$ cat src/rtl/adf_pkg.sv
`timescale 1ns/1ps
package adf_pkg;
    typedef enum logic {
        BS_IDLE  = 1'b0,
        BS_BURST = 1'b1
    } burst_state_e;

    typedef enum logic {
        DV_LOAD = 1'b0,
        DV_STEP = 1'b1
    } div_state_e;
endpackage

$ cat src/rtl/adf_store.sv
`timescale 1ns/1ps
module adf_store #(
    parameter int DEPTH = 128,
    parameter int DW    = 32,
    parameter int CW    = $clog2(DEPTH + 1)
) (
    input  logic          clk,
    input  logic          rst_n,
    input  logic          cfg_wide,
    input  logic          push_en,
    input  logic [DW-1:0] push_data,
    input  logic          pop_en,
    input  logic          clr_ovf,
    input  logic          clr_unf,
    output logic [DW-1:0] pop_data,
    output logic [CW-1:0] fill,
    output logic          push_ok,
    output logic          pop_ok,
    output logic          ovf,
    output logic          unf
);
    localparam int AW = (DEPTH > 1) ? $clog2(DEPTH) : 1;
    localparam int HW = DW / 2;

    logic [DW-1:0] mem [DEPTH];
    logic [AW-1:0] wr_ptr, rd_ptr;
    logic [CW-1:0] count;
    logic          full, empty;
    logic [DW-1:0] wr_word;

    function automatic logic [AW-1:0] ptr_next(input logic [AW-1:0] p);
        return (p == AW'(DEPTH - 1)) ? '0 : p + 1'b1;
    endfunction

    assign full    = (count == CW'(DEPTH));
    assign empty   = (count == '0);
    assign push_ok = push_en & ~full;
    assign pop_ok  = pop_en & ~empty;
    assign wr_word = cfg_wide ? push_data : {{(DW-HW){1'b0}}, push_data[HW-1:0]};

    always_ff @(posedge clk) begin
        if (push_ok) mem[wr_ptr] <= wr_word;
    end

    always_ff @(posedge clk or negedge rst_n) begin
        if (!rst_n) begin
            wr_ptr <= '0;
            rd_ptr <= '0;
            count  <= '0;
            ovf    <= 1'b0;
            unf    <= 1'b0;
        end else begin
            if (push_ok) wr_ptr <= ptr_next(wr_ptr);
            if (pop_ok)  rd_ptr <= ptr_next(rd_ptr);
            unique case ({push_ok, pop_ok})
                2'b10:   count <= count + 1'b1;
                2'b01:   count <= count - 1'b1;
                default: count <= count;
            endcase
            ovf <= (ovf & ~clr_ovf) | (push_en & full);
            unf <= (unf & ~clr_unf) | (pop_en & empty);
        end
    end

    assign pop_data = mem[rd_ptr];
    assign fill     = count;

    p_level_bound_r1: assert property (@(posedge clk) disable iff (!rst_n)
        count <= CW'(DEPTH));
    p_ovf_set_r10: assert property (@(posedge clk) disable iff (!rst_n)
        (push_en && full) |=> ovf);
    p_full_hold_r10: assert property (@(posedge clk) disable iff (!rst_n)
        (push_en && full && !pop_en) |=> (count == $past(count)));
    p_unf_set_r11: assert property (@(posedge clk) disable iff (!rst_n)
        (pop_en && empty) |=> unf);
    p_empty_hold_r11: assert property (@(posedge clk) disable iff (!rst_n)
        (pop_en && empty && !push_en) |=> (count == '0));
endmodule

$ cat src/rtl/adf_thresh.sv
`timescale 1ns/1ps
module adf_thresh #(
    parameter int DEPTH = 128,
    parameter int CW    = $clog2(DEPTH + 1),
    parameter int PBW   = 16
) (
    input  logic           thr_mode,
    input  logic           wide,
    input  logic [CW-1:0]  packet_words,
    input  logic [PBW-1:0] period_bytes,
    input  logic [CW-1:0]  max_thr,
    output logic [CW-1:0]  thr
);
    localparam int RW = (PBW > CW) ? PBW : CW;

    logic [RW-1:0] period_words;
    logic [RW-1:0] raw;
    logic [RW-1:0] limit;

    always_comb begin
        period_words = wide ? RW'(period_bytes >> 2) : RW'(period_bytes >> 1);
        if (!thr_mode)
            raw = RW'(1);
        else if (packet_words != '0)
            raw = RW'(packet_words);
        else
            raw = period_words;

        if (max_thr == '0 || max_thr > CW'(DEPTH))
            limit = RW'(DEPTH);
        else
            limit = RW'(max_thr);

        if (raw > limit)
            thr = CW'(limit);
        else if (raw == '0)
            thr = CW'(1);
        else
            thr = CW'(raw);
    end
endmodule

$ cat src/rtl/adf_burst_fsm.sv
`timescale 1ns/1ps
module adf_burst_fsm
    import adf_pkg::*;
#(
    parameter int DEPTH = 128,
    parameter int CW    = $clog2(DEPTH + 1)
) (
    input  logic          clk,
    input  logic          rst_n,
    input  logic          dir_rx,
    input  logic [CW-1:0] fill,
    input  logic [CW-1:0] thr,
    input  logic          push_ok,
    input  logic          pop_ok,
    output logic          dma_req
);
    burst_state_e state, state_nx;
    logic [CW-1:0] avail;
    logic          xfer;
    logic          start_ok;
    logic          last_xfer;
    logic [CW-1:0] done_cnt;
    logic [CW-1:0] thr_q;

    assign xfer      = dir_rx ? pop_ok : push_ok;
    assign avail     = dir_rx ? fill : CW'(DEPTH) - fill;
    assign start_ok  = (avail >= thr) && !xfer;
    assign last_xfer = xfer && (done_cnt == thr_q - 1'b1);

    always_ff @(posedge clk or negedge rst_n) begin
        if (!rst_n) state <= BS_IDLE;
        else        state <= state_nx;
    end

    always_comb begin
        state_nx = state;
        unique case (state)
            BS_IDLE:  if (start_ok)  state_nx = BS_BURST;
            BS_BURST: if (last_xfer) state_nx = BS_IDLE;
        endcase
    end

    always_ff @(posedge clk or negedge rst_n) begin
        if (!rst_n) begin
            done_cnt <= '0;
            thr_q    <= CW'(1);
        end else begin
            unique case (state)
                BS_IDLE: begin
                    done_cnt <= '0;
                    thr_q    <= thr;
                end
                BS_BURST: if (xfer) done_cnt <= done_cnt + 1'b1;
            endcase
        end
    end

    always_comb begin
        dma_req = (state == BS_BURST);
    end

    p_req_start_r7: assert property (@(posedge clk) disable iff (!rst_n)
        $rose(dma_req) |-> $past(start_ok));
    p_req_drop_r9: assert property (@(posedge clk) disable iff (!rst_n)
        $fell(dma_req) |-> $past(xfer));
    p_burst_count_r9: assert property (@(posedge clk) disable iff (!rst_n)
        dma_req |-> (done_cnt < thr_q));
endmodule

$ cat src/rtl/adf_frame_div.sv
`timescale 1ns/1ps
module adf_frame_div
    import adf_pkg::*;
#(
    parameter int CW  = 8,
    parameter int CHW = 5
) (
    input  logic           clk,
    input  logic           rst_n,
    input  logic [CW-1:0]  fill,
    input  logic [CHW-1:0] channels,
    output logic [CW-1:0]  frames
);
    localparam int SW = $clog2(CW) + 1;
    localparam int PW = CW + CHW;

    div_state_e    st, st_nx;
    logic [CW-1:0]  snap, quo, rem;
    logic [CHW-1:0] dv;
    logic [SW-1:0]  step;
    logic [CW:0]    trial;
    logic           ge;
    logic [CW-1:0]  rem_n, quo_n;
    logic           last_step;
    logic           valid_q;

    assign trial     = {rem, quo[CW-1]};
    assign ge        = trial >= (CW+1)'(dv);
    assign rem_n     = ge ? CW'(trial - (CW+1)'(dv)) : trial[CW-1:0];
    assign quo_n     = {quo[CW-2:0], ge};
    assign last_step = (step == SW'(CW - 1));

    always_ff @(posedge clk or negedge rst_n) begin
        if (!rst_n) st <= DV_LOAD;
        else        st <= st_nx;
    end

    always_comb begin
        st_nx = st;
        unique case (st)
            DV_LOAD: st_nx = DV_STEP;
            DV_STEP: if (last_step) st_nx = DV_LOAD;
        endcase
    end

    always_ff @(posedge clk or negedge rst_n) begin
        if (!rst_n) begin
            snap    <= '0;
            quo     <= '0;
            rem     <= '0;
            dv      <= CHW'(1);
            step    <= '0;
            frames  <= '0;
            valid_q <= 1'b0;
        end else begin
            unique case (st)
                DV_LOAD: begin
                    snap <= fill;
                    quo  <= fill;
                    rem  <= '0;
                    dv   <= (channels == '0) ? CHW'(1) : channels;
                    step <= '0;
                end
                DV_STEP: begin
                    rem  <= rem_n;
                    quo  <= quo_n;
                    step <= step + 1'b1;
                    if (last_step) begin
                        frames  <= quo_n;
                        valid_q <= 1'b1;
                    end
                end
            endcase
        end
    end

    p_div_identity_r12: assert property (@(posedge clk) disable iff (!rst_n)
        (st == DV_LOAD && valid_q) |->
            ((PW'(frames) * PW'(dv) + PW'(rem)) == PW'(snap)) && (PW'(rem) < PW'(dv)));
endmodule

$ cat src/rtl/audio_dma_fifo.sv
`timescale 1ns/1ps
module audio_dma_fifo #(
    parameter int DEPTH = 128,
    parameter int DW    = 32,
    parameter int PBW   = 16,
    parameter int CHW   = 5,
    parameter int CW    = $clog2(DEPTH + 1)
) (
    input  logic           clk,
    input  logic           rst_n,
    input  logic           cfg_dir_rx,
    input  logic           cfg_thr_mode,
    input  logic           cfg_wide,
    input  logic [CW-1:0]  cfg_packet_words,
    input  logic [PBW-1:0] cfg_period_bytes,
    input  logic [CW-1:0]  cfg_max_thr,
    input  logic [CHW-1:0] cfg_channels,
    input  logic           push_en,
    input  logic [DW-1:0]  push_data,
    input  logic           pop_en,
    output logic [DW-1:0]  pop_data,
    input  logic           clr_ovf,
    input  logic           clr_unf,
    output logic           dma_req,
    output logic [CW-1:0]  fill_level,
    output logic [CW-1:0]  thr_eff,
    output logic [CW-1:0]  delay_frames,
    output logic           ovf_flag,
    output logic           unf_flag
);
    logic push_ok, pop_ok;

    adf_store #(.DEPTH(DEPTH), .DW(DW), .CW(CW)) u_store (
        .clk      (clk),
        .rst_n    (rst_n),
        .cfg_wide (cfg_wide),
        .push_en  (push_en),
        .push_data(push_data),
        .pop_en   (pop_en),
        .clr_ovf  (clr_ovf),
        .clr_unf  (clr_unf),
        .pop_data (pop_data),
        .fill     (fill_level),
        .push_ok  (push_ok),
        .pop_ok   (pop_ok),
        .ovf      (ovf_flag),
        .unf      (unf_flag)
    );

    adf_thresh #(.DEPTH(DEPTH), .CW(CW), .PBW(PBW)) u_thresh (
        .thr_mode    (cfg_thr_mode),
        .wide        (cfg_wide),
        .packet_words(cfg_packet_words),
        .period_bytes(cfg_period_bytes),
        .max_thr     (cfg_max_thr),
        .thr         (thr_eff)
    );

    adf_burst_fsm #(.DEPTH(DEPTH), .CW(CW)) u_burst (
        .clk    (clk),
        .rst_n  (rst_n),
        .dir_rx (cfg_dir_rx),
        .fill   (fill_level),
        .thr    (thr_eff),
        .push_ok(push_ok),
        .pop_ok (pop_ok),
        .dma_req(dma_req)
    );

    adf_frame_div #(.CW(CW), .CHW(CHW)) u_div (
        .clk     (clk),
        .rst_n   (rst_n),
        .fill    (fill_level),
        .channels(cfg_channels),
        .frames  (delay_frames)
    );

    p_thr_limit_r3: assert property (@(posedge clk) disable iff (!rst_n)
        (thr_eff >= CW'(1)) && (thr_eff <= CW'(DEPTH)) &&
        ((cfg_max_thr == '0) || (thr_eff <= cfg_max_thr)));
    p_idle_mode_r6: assert property (@(posedge clk) disable iff (!rst_n)
        !cfg_thr_mode |-> (thr_eff == CW'(1)));
endmodule

$ cat config.mk
export PLATFORM = sky130hd
export DESIGN_NAME = audio_dma_fifo
export DESIGN_NICKNAME = d
export VERILOG_FILES = /design/src/rtl/adf_pkg.sv /design/src/rtl/adf_store.sv /design/src/rtl/adf_thresh.sv /design/src/rtl/adf_burst_fsm.sv /design/src/rtl/adf_frame_div.sv /design/src/rtl/audio_dma_fifo.sv
export SDC_FILE = /design/constraint.sdc
export NUM_CORES = 2
export LEC_CHECK = 0
export ABC_AREA = 0
export BUFFER_PORTS_ARGS = -buffer_cell sky130_fd_sc_hd__buf_4
export CAP_MARGIN = 20
export CELL_PAD_IN_SITES_DETAIL_PLACEMENT = 1
export CELL_PAD_IN_SITES_GLOBAL_PLACEMENT = 2
export CORE_MARGIN = 4
export CORE_UTILIZATION = 51
export DETAILED_ROUTE_END_ITERATION = 16
export PLACE_DENSITY = 0.81
export RECOVER_POWER = 50
export SETUP_SLACK_MARGIN = 0.3
export SLEW_MARGIN = 20
export SYNTH_ARGS = -nofsm -noshare
export SYNTH_HDL_FRONTEND = slang
export SYNTH_SLANG_ARGS = --single-unit
$ cat constraint.sdc
create_clock -name clk -period 4.2 [get_ports clk]
set_input_delay 0.42 -clock clk [delete_from_list [all_inputs] [get_ports clk]]
set_output_delay 0.42 -clock clk [all_outputs]
set_load 0.02 [all_outputs]
==> results.txt <==
Port-buffer cells -> 135
RSZ-0062 raised after global routing -> yes
Layout cells sized above 1 -> 34.92%
Clock-pin slew on the worst setup and hold paths -> 0.06 ns
Synth Flop Type -> edfxtp_1
Req. time, crit path -> 3.78 ns
Latest clock arrival within the worst-skew pair -> 0.99 ns
Final period utilization -> 117.1%
Final ANT Viol Nets -> 0
CTS root buffer -> clkbuf_16
Met1 GRT Util -> 41.81%
Tot GR Track Use -> 30.56%
First-pass GRT wire length -> 701600 µm
Pre-CTS setup slack -> -0.5011 ns
Drt wl/cell -> 39.60 µm
Largest buffer count on any clock path -> 4
Failing checks -> max-capacitance violations, max-slew violations, negative setup slack
Worst-margin pin slew -> 5.054 ns
Reg-to-reg endpoint -> u_store.mem[114][2]$_DFFE_PP_
Worst Setup Start Kind -> flip-flop
Cell area power density -> 692.4 nW/µm²
Total Negative Setup Slacks -> -50.47 ns
FP Rows -> 206
CP arrival -> 4.50 ns
Syn nets -> 7427
P&R area growth vs syn -> 18.11%
Initial Util -> 51.39%
Clk sinks -> 4171
Gr busiest metal -> met2
Hold EP -> u_store.rd_ptr[2]$_DFFE_PN0P_
Logic pwr share -> 36.6%
Initial antenna violation count -> 29
Max Clock Skew -> 0.04319 ns
Asr flop ratio synth -> 1.798%
Critical path endpoint category -> primary output
Final min period -> 4.917 ns
Worst-path fanout max -> 8
Nets -> 8360
Post-DP HPWL -> 280400 µm
Setup ws final -> -0.7167 ns
Grt total ovfl -> 0
Largest stage delay, worst path -> 0.71 ns
Vias in the first global route -> 89.65k
Sequential share of power -> 35.8%
Switching power of the nets -> 44.60 mW
Synth warnings -> 0
Core area -> 316000 µm²
Via/cell ratio -> 6.745
Hold path start -> pop_en
Worst reg2reg path depth -> 12
Post-layout util -> 60.69%
Die W -> 572.3 µm
R2r setup slk -> 0.43 ns
Slowest CP cell -> mux4_2
Pin count of the biggest net entering global routing -> 129
Setup CP Type -> reg -> out
First drt pass iteration count -> 6
Clock share of power -> 27.6%
Top achievable clock speed -> 203.4 MHz
Finish-stage setup viols -> 223
CP cell instances -> buf_12, buf_16, buf_12, clkbuf_16, mux4_2, mux4_2, mux4_2, nor2_2, a31oi_1, buf_4, buf_6
H-tree depth -> 5
Syn Inst Count -> 7313
Grt met2 use -> 48.89%
Final hold violation count -> 0
Hold WS -> 0.1293 ns
Max-slew violation count -> 2909
Hold Path Depth -> 6
Sequential-to-total area share from yosys stat -> 76.90%
Maxcap violations -> 45
Filler instances -> 25.70k
GPL Wtd Cong -> 0.8335
Hold WC Path Type -> in -> reg
Peak VDD IR -> 0.4560 mV
Status -> complete, but fails checks
Int Pwr -> 88.20 mW
Launch point of the worst path -> u_store.rd_ptr[0]$_DFFE_PN0P_
Synth Cell Area -> 162400 µm²
Max-slew headroom at the worst pin -> -236.9%
Synth Register Bits -> 4171
Post-Syn Area per Cell -> 22.20 µm²
Sw Ratio -> 33.59%
Post-synth EDFFs -> 4096
GR Layer Usage met3 -> 6.408%
Die Area -> 327500 µm²
RR Startpoint -> u_store.fill[0]$_DFFE_PN0P_
Wirelength, routed -> 504800 µm
Vias -> 85.99k
CTS tree -> yes
Yosys cell types -> 73
Initial drt markers -> 14.32k
CP dominant cell by count -> mux4_2
DRC violations left -> 0
Die H -> 572.3 µm
Ports -> 137
TritonCTS buffer count -> 410
Leakage power -> 61.75 nW
Register Area -> 124900 µm²
Area of the multi-input gates -> 37720 µm²
[per-layer routing]
layer / up-vias / wire length [µm]
li1: 32800 / -
met1: 45990 / 179700
met2: 6171 / 243400
met3: 1023 / 58450
met4: 12 / 23160
met5: - / 81
[cells in the final DEF, fill, tap and decap left out, types with 26 or more instances in the layout]
master,instances
clkinvlp_4,26
nor2_1,96
clkbuf_16,427
dfrtp_1,66
dlygate4sd3_1,26
ha_1,31
a21oi_1,99
xnor2_1,29
nand2_1,84
nor2b_1,46
bufinv_16,38
buf_12,188
nand3_1,26
inv_1,27
clkinv_2,89
mux2_2,114
edfxtp_1,4096
clkinv_1,83
clkbuf_1,94
buf_4,480
nor2_4,137
buf_6,99
a21oi_2,33
buf_16,35
mux4_2,1035
a22oi_1,33
o22ai_1,32
mux2i_1,313
o21ai_0,96
[power by group through the flow]
| stage | sequential (mW) | combinational, mW | clock [mW] |
|---|---|---|---|
| 2_1_floorplan | 48.0 | 23.8 | 0 |
| 3_3_place_gp | 48.3 | 41.5 | 0 |
| 3_5_place_dp | 48.4 | 42.5 | 0 |
| 4_1_cts | 47.4 | 45.3 | 36.9 |
| 5_1_grt | 47.6 | 50.1 | 38.8 |
| 6_report | 47.5 | 48.6 | 36.6 |
[worst max-delay path by stage]
stage	end	slack [ns]	cells after the start
2_1_floorplan	u_burst.dma_req$_DFF_PN0_	-0.38	22
3_3_place_gp	u_burst.dma_req$_DFF_PN0_	-0.56	20
3_5_place_dp	u_burst.dma_req$_DFF_PN0_	-0.50	20
4_1_cts	pop_data[29]	-0.63	12
5_1_grt	pop_data[21]	-0.72	14
6_report	pop_data[15]	-0.72	11
[metrics by stage]
step | power [mW] | instances | cell area (µm²)
after CTS | 129.7 | 12640 | 190100
after detailed placement | 90.88 | 11800 | 174800
after floorplan | 71.80 | 7313 | 162500
final | 132.8 | 12750 | 191800
after global placement | 89.82 | 11800 | 174800
after global routing | 136.4 | 12740 | 191800
[synth_stat cells (13+ instances only)]
| cell type | n | area [µm²] |
|---|---|---|
| o211ai_1 | 23 | 172.7 |
| mux2i_1 | 339 | 3393 |
| o221ai_1 | 18 | 157.7 |
| nand2b_1 | 16 | 100.1 |
| buf_6 | 14 | 157.7 |
| xnor2_1 | 29 | 254.0 |
| a21oi_1 | 141 | 705.7 |
| o22ai_1 | 42 | 262.8 |
| and2_1 | 34 | 212.7 |
| buf_4 | 70 | 525.5 |
| a2111oi_0 | 23 | 201.4 |
| a21o_1 | 14 | 105.1 |
| ha_1 | 34 | 425.4 |
| nor2_1 | 250 | 938.4 |
| nor3_1 | 18 | 90.09 |
| buf_2 | 137 | 685.7 |
| nand2_1 | 93 | 349.1 |
| a211oi_1 | 40 | 300.3 |
| nand3_1 | 29 | 145.1 |
| a221oi_1 | 13 | 113.9 |
| a21boi_0 | 33 | 247.7 |
| clkbuf_1 | 146 | 548.0 |
| edfxtp_1 | 4096 | 123000 |
| dfrtp_1 | 73 | 1827 |
| a31oi_1 | 25 | 156.4 |
| xor2_1 | 17 | 148.9 |
| nand4_1 | 14 | 87.58 |
| nor2b_1 | 49 | 306.5 |
| inv_1 | 30 | 112.6 |
| o21ai_0 | 112 | 560.5 |
| mux2_2 | 120 | 1351 |
| a22oi_1 | 41 | 307.8 |
| buf_1 | 33 | 123.9 |
| mux4_2 | 1035 | 23310 |
[critical path, delay by kind of cell (launching register included)]
| kind | cells | cell delay, ns |
|---|---|---|
| buffers and inverters | 6 | 0.93 |
| AOI/OAI and AO/OA | 1 | 0.06 |
| DFF | 1 | 0.45 |
| muxes | 3 | 1.83 |
| and+or+nand+nor | 1 | 0.19 |
[logic make-up (layout without fill, tap and decap cells)]
| logic type | Yosys count | after routing | synth area share [%] |
|---|---|---|---|
| compound gates | 588 | 588 | 2.387 |
| xor+xnor | 46 | 46 | 0.2481 |
| fa+ha+maj | 36 | 36 | 0.2866 |
| buf+inv | 433 | 1699 | 1.334 |
| flops | 4171 | 4171 | 76.90 |
| mux | 1495 | 1495 | 17.28 |
| other cells | 0 | 9 | 0 |
| simple gates | 544 | 544 | 1.556 |
[state kept, by name (all words and copies together) (netlist names)]
signal and flops:
u_store.rd_ptr 7, u_burst.dma_req 1, u_store.mem 4096, u_burst.thr_q 8
u_store.wr_ptr 7, u_div.st 1, u_div.quo 8, u_div.step 4
u_store.unf 1, u_div.rem 8, u_div.dv 5, u_store.ovf 1
u_div.frames 8, u_burst.done_cnt 8, u_store.fill 8
[layout make-up]
type | count | share of cell area (%)
clock inverter | 263 | 1.291
inverter | 32 | 0.06720
antenna | 9 | 0.01174
clock buffer | 482 | 5.573
sequential | 4171 | 65.13
tap | 4160 | 2.714
multi-input combinational | 2709 | 19.67
timing repair buffer | 922 | 5.545
[repair_timing]
item	in CTS	in global routing
gates resized for setup	252	232
endpoints found under the setup margin	40	106
endpoints found under the hold margin	174	0
cloned	10	11
pin swaps	29	48
hold buffers	26	0
buffers inserted	60	84
(Power assumes the default switching activity.)
